<file path="src/rtl/ipi_disp_pkg.sv">
package ipi_disp_pkg;
  // Per-cycle decision handed from control to datapath.
  typedef struct packed {
    logic fwd;   // steer access to requester's block
    logic send;  // issue set-port write to target block
    logic err;   // answer with decode error
  } dispStrb_t;
endpackage

</file>
<file path="src/rtl/ipi_disp_ctrl.sv">
module ipi_disp_ctrl
  import ipi_disp_pkg::*;
#(
  parameter int NUM_CORES = 4,
  parameter int REQ_W     = 10,
  parameter int ADDR_W    = 8,
  parameter int DATA_W    = 32,
  parameter int SEND_OFF  = 'h40,
  parameter int TGT_LSB   = 16,
  parameter int ID_W      = 10
) (
  input  logic              clk,
  input  logic              rstN,
  input  logic              accVld,
  input  logic              accWr,
  input  logic [REQ_W-1:0]  accReqId,
  input  logic [ADDR_W-1:0] accAddr,
  input  logic [DATA_W-1:0] accWdata,
  output dispStrb_t         strb
);
  localparam logic [REQ_W:0] REQ_LIM = (REQ_W+1)'(NUM_CORES);
  localparam logic [ID_W:0]  TGT_LIM = (ID_W+1)'(NUM_CORES);

  logic          reqOk, tgtOk, isSend;
  logic [ID_W-1:0] tgtId;

  always_comb begin
    tgtId  = accWdata[TGT_LSB +: ID_W];
    reqOk  = {1'b0, accReqId} < REQ_LIM;
    tgtOk  = {1'b0, tgtId} < TGT_LIM;
    isSend = accWr && (accAddr == ADDR_W'(SEND_OFF));
    strb.fwd  = accVld && reqOk && !isSend;
    strb.send = accVld && reqOk && isSend && tgtOk;
    strb.err  = accVld && (!reqOk || (isSend && !tgtOk));
  end

  // at most one outcome per access
  p_strb_excl_r6: assert property (@(posedge clk) disable iff (!rstN)
    $onehot0({strb.fwd, strb.send, strb.err}));
endmodule

</file>
<file path="src/rtl/ipi_disp_dp.sv">
module ipi_disp_dp
  import ipi_disp_pkg::*;
#(
  parameter int NUM_CORES = 4,
  parameter int REQ_W     = 10,
  parameter int ADDR_W    = 8,
  parameter int DATA_W    = 32,
  parameter int TGT_LSB   = 16,
  parameter int ID_W      = 10,
  parameter int VEC_W     = 5
) (
  input  logic                 clk,
  input  logic                 rstN,
  input  dispStrb_t            strb,
  input  logic                 accWr,
  input  logic [REQ_W-1:0]     accReqId,
  input  logic [ADDR_W-1:0]    accAddr,
  input  logic [DATA_W-1:0]    accWdata,
  output logic [NUM_CORES-1:0] blkSel,
  output logic                 blkWr,
  output logic [ADDR_W-1:0]    blkAddr,
  output logic [DATA_W-1:0]    blkWdata,
  output logic [NUM_CORES-1:0] setHit,
  output logic [DATA_W-1:0]    setVec,
  output logic                 decErr
);
  logic [NUM_CORES-1:0] selNxt, hitNxt;
  logic [ID_W-1:0]      tgtId;
  logic [VEC_W-1:0]     vecIdx;

  assign tgtId  = accWdata[TGT_LSB +: ID_W];
  assign vecIdx = accWdata[VEC_W-1:0];

  for (genvar g = 0; g < NUM_CORES; g++) begin : g_core
    assign selNxt[g] = strb.fwd  && (accReqId == REQ_W'(g));
    assign hitNxt[g] = strb.send && (tgtId == ID_W'(g));
  end

  always_ff @(posedge clk) begin
    if (!rstN) begin
      blkSel   <= '0;
      blkWr    <= 1'b0;
      blkAddr  <= '0;
      blkWdata <= '0;
      setHit   <= '0;
      setVec   <= '0;
      decErr   <= 1'b0;
    end else begin
      blkSel <= selNxt;
      blkWr  <= strb.fwd && accWr;
      if (strb.fwd) begin
        blkAddr  <= accAddr;
        blkWdata <= accWdata;
      end
      setHit <= hitNxt;
      setVec <= strb.send ? (DATA_W'(1) << vecIdx) : '0;
      decErr <= strb.err;
    end
  end

  p_sel_onehot_r2: assert property (@(posedge clk) disable iff (!rstN)
    $onehot0(blkSel));
  p_hit_onehot_r4: assert property (@(posedge clk) disable iff (!rstN)
    $onehot0(setHit));
  p_vec_single_r5: assert property (@(posedge clk) disable iff (!rstN)
    (|setHit) |-> ($countones(setVec) == 1));
  p_err_quiet_r3: assert property (@(posedge clk) disable iff (!rstN)
    decErr |-> (blkSel == '0 && setHit == '0));
endmodule

</file>
<file path="src/rtl/ipi_send_dispatch.sv">
module ipi_send_dispatch
  import ipi_disp_pkg::*;
#(
  parameter int NUM_CORES = 4,
  parameter int REQ_W     = 10,
  parameter int ADDR_W    = 8,
  parameter int DATA_W    = 32,
  parameter int SEND_OFF  = 'h40,
  parameter int TGT_LSB   = 16,
  parameter int ID_W      = 10,
  parameter int VEC_W     = 5
) (
  input  logic                 clk,
  input  logic                 rstN,
  input  logic                 accVld,
  input  logic                 accWr,
  input  logic [REQ_W-1:0]     accReqId,
  input  logic [ADDR_W-1:0]    accAddr,
  input  logic [DATA_W-1:0]    accWdata,
  output logic [NUM_CORES-1:0] blkSel,
  output logic                 blkWr,
  output logic [ADDR_W-1:0]    blkAddr,
  output logic [DATA_W-1:0]    blkWdata,
  output logic [NUM_CORES-1:0] setHit,
  output logic [DATA_W-1:0]    setVec,
  output logic                 decErr
);
  localparam logic [REQ_W:0] REQ_LIM = (REQ_W+1)'(NUM_CORES);

  initial begin
    p_core_count: assert (NUM_CORES >= 1 && NUM_CORES <= (1 << ID_W));
  end

  dispStrb_t strb;

  ipi_disp_ctrl #(
    .NUM_CORES(NUM_CORES), .REQ_W(REQ_W), .ADDR_W(ADDR_W), .DATA_W(DATA_W),
    .SEND_OFF(SEND_OFF), .TGT_LSB(TGT_LSB), .ID_W(ID_W)
  ) u_ctrl (
    .clk(clk), .rstN(rstN), .accVld(accVld), .accWr(accWr),
    .accReqId(accReqId), .accAddr(accAddr), .accWdata(accWdata), .strb(strb)
  );

  ipi_disp_dp #(
    .NUM_CORES(NUM_CORES), .REQ_W(REQ_W), .ADDR_W(ADDR_W), .DATA_W(DATA_W),
    .TGT_LSB(TGT_LSB), .ID_W(ID_W), .VEC_W(VEC_W)
  ) u_dp (
    .clk(clk), .rstN(rstN), .strb(strb), .accWr(accWr), .accReqId(accReqId),
    .accAddr(accAddr), .accWdata(accWdata), .blkSel(blkSel), .blkWr(blkWr),
    .blkAddr(blkAddr), .blkWdata(blkWdata), .setHit(setHit), .setVec(setVec),
    .decErr(decErr)
  );

  p_idle_r9: assert property (@(posedge clk) disable iff (!rstN)
    !accVld |=> (blkSel == '0 && setHit == '0 && !decErr));
  p_badreq_r3: assert property (@(posedge clk) disable iff (!rstN)
    (accVld && ({1'b0, accReqId} >= REQ_LIM)) |=> decErr);
  p_send_nofwd_r4: assert property (@(posedge clk) disable iff (!rstN)
    (accVld && accWr && accAddr == ADDR_W'(SEND_OFF)) |=> (blkSel == '0));
endmodule

</file>
<file path="config.mk">
export PLATFORM = sky130hd
export DESIGN_NAME = ipi_send_dispatch
export DESIGN_NICKNAME = d
export VERILOG_FILES = /design/src/rtl/ipi_disp_pkg.sv /design/src/rtl/ipi_disp_ctrl.sv /design/src/rtl/ipi_disp_dp.sv /design/src/rtl/ipi_send_dispatch.sv
export SDC_FILE = /design/constraint.sdc
export NUM_CORES = 1
export LEC_CHECK = 0
export CORE_MARGIN = 2
export CORE_UTILIZATION = 45
export CTS_CLUSTER_DIAMETER = 150
export DETAILED_ROUTE_END_ITERATION = 7
export DONT_BUFFER_PORTS = 1
export MAX_ROUTING_LAYER = met4
export PLACE_DENSITY_LB_ADDON = 0.25
export SETUP_SLACK_MARGIN = 0.5
export SLEW_MARGIN = 10
export SYNTH_ARGS = -nofsm -noshare
export SYNTH_HDL_FRONTEND = slang
export SYNTH_SLANG_ARGS = --single-unit
</file>
<file path="constraint.sdc">
create_clock -name clk -period 2.21 [get_ports clk]
set_clock_uncertainty 0.15 [all_clocks]
set_input_delay 0.3315 -clock clk [delete_from_list [all_inputs] [get_ports clk]]
set_output_delay 0.3315 -clock clk [all_outputs]
set_load 0.02 [all_outputs]
</file>
# Yosys cells after proc, flatten, opt, wreduce, memory -nomap -nowiden
# Index checks and enable logic that the tools add are counted.
[totals]
in_bits = 54
register_bits = 82
out_inout_bits = 82
elab_cells = 40
[op_classes]
n_eq_ne = 7
n_shift = 1
n_reduce_logical = 23
magnitude_cmp = 2
[ops]
columns = ["cell", "n"]
rows = [
  ["equality test 10 x 2 -> 1 bit (second input constant)", 4],
  ["left shift 1 x 5 -> 32 bit (first input constant)", 1],
  ["equality test 10 x 1 -> 1 bit (second input constant)", 2],
  ["logical NOT 10 bit", 2],
  ["less-than comparator 10 x 3 -> 1 bit (second input constant)", 2],
  ["logical AND 1 bit", 16],
  ["equality test 8 x 7 -> 1 bit (second input constant)", 1],
  ["logical NOT 1 bit", 3],
  ["AND reduction 2 bit", 1],
  ["logical OR 1 bit", 1],
]

# Longest topological paths before layout
[logic_depth]
word_depth = 5
depth_mapped = 5

# Cells and area by module
# Synthesis repeated with hierarchy kept, for this count alone.
[hier_totals]
cells_unflattened = 258
area_unflattened_um2 = 2860.2
[by_module_without_submodules]
columns = ["mod", "cells_per_inst", "n_inst", "area_each_um2", "seq_area_each_um2"]
rows = [
  ["ipi_disp_dp", 244, 1, 2757.6, 1641.6],
  ["ipi_disp_ctrl", 14, 1, 102.6, 0.0],
]

# Worst setup path before layout
# No wires, ideal clock.
[synth_path]
kind = "input to register"
start = "in accReqId[8]"
end = "reg u_dp.blkAddr[0]"
stages = 5
arrival_ns = 1.486
n_path_buf = 1
path_slack_ns = 0.502
setup_time_ns = 0.072
path_cell_list = "nor4_4 -> nand3_2 -> a41oi_4 -> buf_8 -> mux2i_1"
[synth_via]
elab_chain_len = 3
[synth_lines]
columns = ["element", "line", "text"]
rows = [
  ["start: declaration", "ipi_send_dispatch.sv:17", "input logic [REQ_W-1:0] accReqId,"],
  ["less-than comparator 10 x 3 -> 1 bit", "ipi_disp_ctrl.sv:29", "reqOk = {1'b0, accReqId} < REQ_LIM;"],
  ["logical AND 1 bit (2 in series)", "ipi_disp_ctrl.sv:32", "strb.fwd = accVld && reqOk && !isSend;"],
  ["end signal: assignment", "ipi_disp_dp.sv:52", "blkAddr <= accAddr;"],
  ["end: declaration", "ipi_disp_dp.sv:21", "output logic [ADDR_W-1:0] blkAddr,"],
]
# Every way passes these cells.
# A chain may end at the register's enable or synchronous reset.

# Worst setup path in the final report
[layout_path]
start = "in accWdata[24]"
end = "reg u_dp.setVec[24]"
[layout_via]
elab_chain_len = 3
[layout_lines]
columns = ["element", "line", "text"]
rows = [
  ["start: declaration", "ipi_send_dispatch.sv:19", "input logic [DATA_W-1:0] accWdata,"],
  ["less-than comparator 10 x 3 -> 1 bit", "ipi_disp_ctrl.sv:30", "tgtOk = {1'b0, tgtId} < TGT_LIM;"],
  ["logical AND 1 bit", "ipi_disp_ctrl.sv:33", "strb.send = accVld && reqOk && isSend && tgtOk;"],
  ["AND reduction 2 bit (no source line)", "--", ""],
  ["end signal: assignment", "ipi_disp_dp.sv:56", "setVec <= strb.send ? (DATA_W'(1) << vecIdx) : '0;"],
  ["end: declaration", "ipi_disp_dp.sv:24", "output logic [DATA_W-1:0] setVec,"],
]
# Every way passes these cells.

==> results.json <==
{
  "final_area_mm2": 0.00392,
  "layout_min_cycle_time_ns": 1.53,
  "vias_per_cell": 5.09,
  "synthSimpleGateAreaFrac_pct": 24.9,
  "yosysSeqAreaShare_pct": 56.2,
  "grt_first_pass_wirelength_mm": 11.7,
  "cts_buffers": 9,
  "async_flop_share_pct": 0,
  "cts_resized": 0,
  "synth_top_family_by_area": "simple AND/OR/NAND/NOR gates",
  "area_delta_synth_final_pct": 34.2,
  "antenna_found_initial": 0,
  "synth.area.mux_share_pct": 13.0,
  "core-area_mm2": 0.00631,
  "synth.most_common_cell": "nand2_1",
  "drt_iter0_drc": 83,
  "synth-adder-area-share_pct": 0,
  "ys_warn_count": 0,
  "synth_xor_area_share_pct": 0,
  "wirelength_mm": 7.44,
  "stdcell_count": 446,
  "ys_top_cells_by_count": "nand2_1, dfxtp_1, mux2i_1, nor2_1, clkbuf_1",
  "yosysTopAreaCell": "dfxtp_1",
  "ant_nets": 0,
  "multiInputGateArea_mm2": 0.00116,
  "syn_nets": 347,
  "critPathRequiredTime_ns": 2.34,
  "rrSetupSlack_ns": 0.77,
  "max_freq_mhz": 652,
  "hold_buffers": 75,
  "layout-drive-gt1-share_pct": 8.40,
  "insertedDiodeCount": 0,
  "worstMarginPinSlew_ns": 0.500,
  "syn_area_mm2": 0.00292,
  "grt_max_degree": 51,
  "die_w_um": 84.6,
  "n_fill_cell": 496,
  "outcome": "completed",
  "p_leak_nw": 1.41,
  "fin_crit_sh_pct": 69.4,
  "critPathKind": "input pin to flip-flop",
  "htreeDepth": 3,
  "crit_path_end_kind": "flip-flop",
  "fp.dieH_um": 84.6,
  "maxSlewViolCount": 0,
  "synth_cell_type_count": 30,
  "startpoint_type": "input pin",
  "arrival_ns": 1.67,
  "via_count": 2268,
  "finish.utilization_pct": 62.1,
  "wl_per_cell_um": 16.7,
  "cp_slowest_cell": "nor4_1",
  "grt_pass1_vias": 2355,
  "numClockSinks": 82,
  "clockBufferDepth": 2,
  "drtPass1Iterations": 4,
  "hold_viol_final": 0,
  "max_slew_margin_pct": 66.4,
  "place_inst": 355,
  "drc": 0,
  "cts_setup_buffers": 0,
  "gp_congestion": 0.754,
  "hpwl_mm": 4.27,
  "io_pins": 136,
  "cts_tree": "built",
  "cp_slowest_stage_delay_ns": 0.47,
  "power_density_mw_per_mm2": 710,
  "synth_compound_area_share_pct": 1.67,
  "ys_seq_elements": 82,
  "syn_inst": 293,
  "avgSynthCellArea_um2": 9.97,
  "worst_slack_ns": 0.676,
  "numPortBuffers": 0,
  "grtUsageTotal_pct": 21.9,
  "path_clk_slew_ns": 0.09,
  "rsz0062_at_grt": "false",
  "synthFlopType": "dfxtp_1",
  "start_util_pct": 46.3,
  "maxCapViolCount": 0,
  "setup_viol": 0,
  "synth_edf_count": 0,
  "post-place-ws_ns": 0.301,
  "die_area_mm2": 0.00715,
  "crit_chain": "nor4_1, and4_2, nand4b_2, nor2_1",
  "fp-row-count": 29,
  "grt.overflow.total": 0,
  "clk_latency_ns": 0.35,
  "synth_top_area_share_pct": 56.2,
  "fin_tns_setup_ns": 0,
  "synth_area_leaders": "dfxtp_1, mux2i_1, nand2_1",
  "cts-root-buf": "clkbuf_8",
  "fin_nets": 418,
  "place_area_mm2": 0.00295,
  "crit_fanout": 8,
  "peakVddDrop_v": 0.000613,
  "hold_class": "input pin to flip-flop",
  "regArea_mm2": 0.00164
}
## cell families after synthesis
group / count (synthesis)
muxes: 38
buffers and inverters: 20
AOI/OAI and AO/OA: 4
DFF: 82
and+or+nand+nor: 149
## per-stage QoR
step | total power [W] | hold WS, ns
2_1_floorplan | 0.00158 | 0.258
3_3_place_gp | 0.00156 | 0.259
3_5_place_dp | 0.00156 | 0.264
4_1_cts | 0.00280 | 0.00699
5_1_grt | 0.00289 | 0.00374
6_report | 0.00278 | 0.0228
## registers in the layout (all words and copies together) (netlist names)
| name | flops |
|---|---|
| u_dp.blkWdata | 32 |
| u_dp.setVec | 32 |
| u_dp.blkAddr | 8 |
| u_dp.blkSel | 4 |
| u_dp.setHit | 4 |
| u_dp.blkWr | 1 |
| u_dp.decErr | 1 |
## critical path: cells and delay by family
family | cells | cell delay (ns)
simple gates | 4 | 1.34
## cells in the final DEF, fill, tap and decap left out, types with 2 or more instances in the layout
cell type      instances
dlygate4sd3_1         74
clkbuf_8               9
inv_1                  2
nor2_1                34
buf_12                 3
dfxtp_1               82
inv_6                  3
clkinv_4               2
nand3_2                2
and4b_1                3
nand3b_1               3
nor4_1                 2
mux2i_1               38
o22ai_1                2
nor3_1                 5
nand4b_2               2
nor4_4                 2
nand2_1               85
## report_power, final
group / internal, W / switching [W] / leakage (nW) / total (W)
Combinational: 0.000112 / 0.0000569 / 0.645 / 0.000169
Sequential: 0.00148 / 0.00000363 / 0.660 / 0.00148
Clock: 0.000546 / 0.000585 / 0.107 / 0.00113
Total: 0.00214 / 0.000646 / 1.41 / 0.00278
## per-layer routing
layer	global-route usage, %	part of all wire [%]	vias up
li1	-	-	1106
met3	9.34	8.2	12
met1	23.4	40	1055
met4	7.65	1.9	0
met2	36.4	50	95
met5	-	0	-
## cell type report
type                            count  share of cell area [%]
Tap cell                           77                    2.46
Multi-Input combinational cell    191                    29.5
Sequential cell                    82                    41.9
Clock buffer                        9                    3.16
Inverter                            2                   0.192
Clock inverter                      7                    2.17
Timing Repair Buffer               78                    20.6
## path summary, 6_finish.rpt
| check | startpoint | endpoint | cells past startpoint |
|---|---|---|---|
| max | accWdata[24] | u_dp.setVec[24] | 4 |
| max reg2reg | u_dp.blkWdata[17] | u_dp.blkWdata[17] | 3 |
| min | accReqId[0] | u_dp.blkSel[3] | 1 |
| min reg2reg | u_dp.blkWdata[4] | u_dp.blkWdata[4] | 2 |
(Power assumes the default switching activity.)
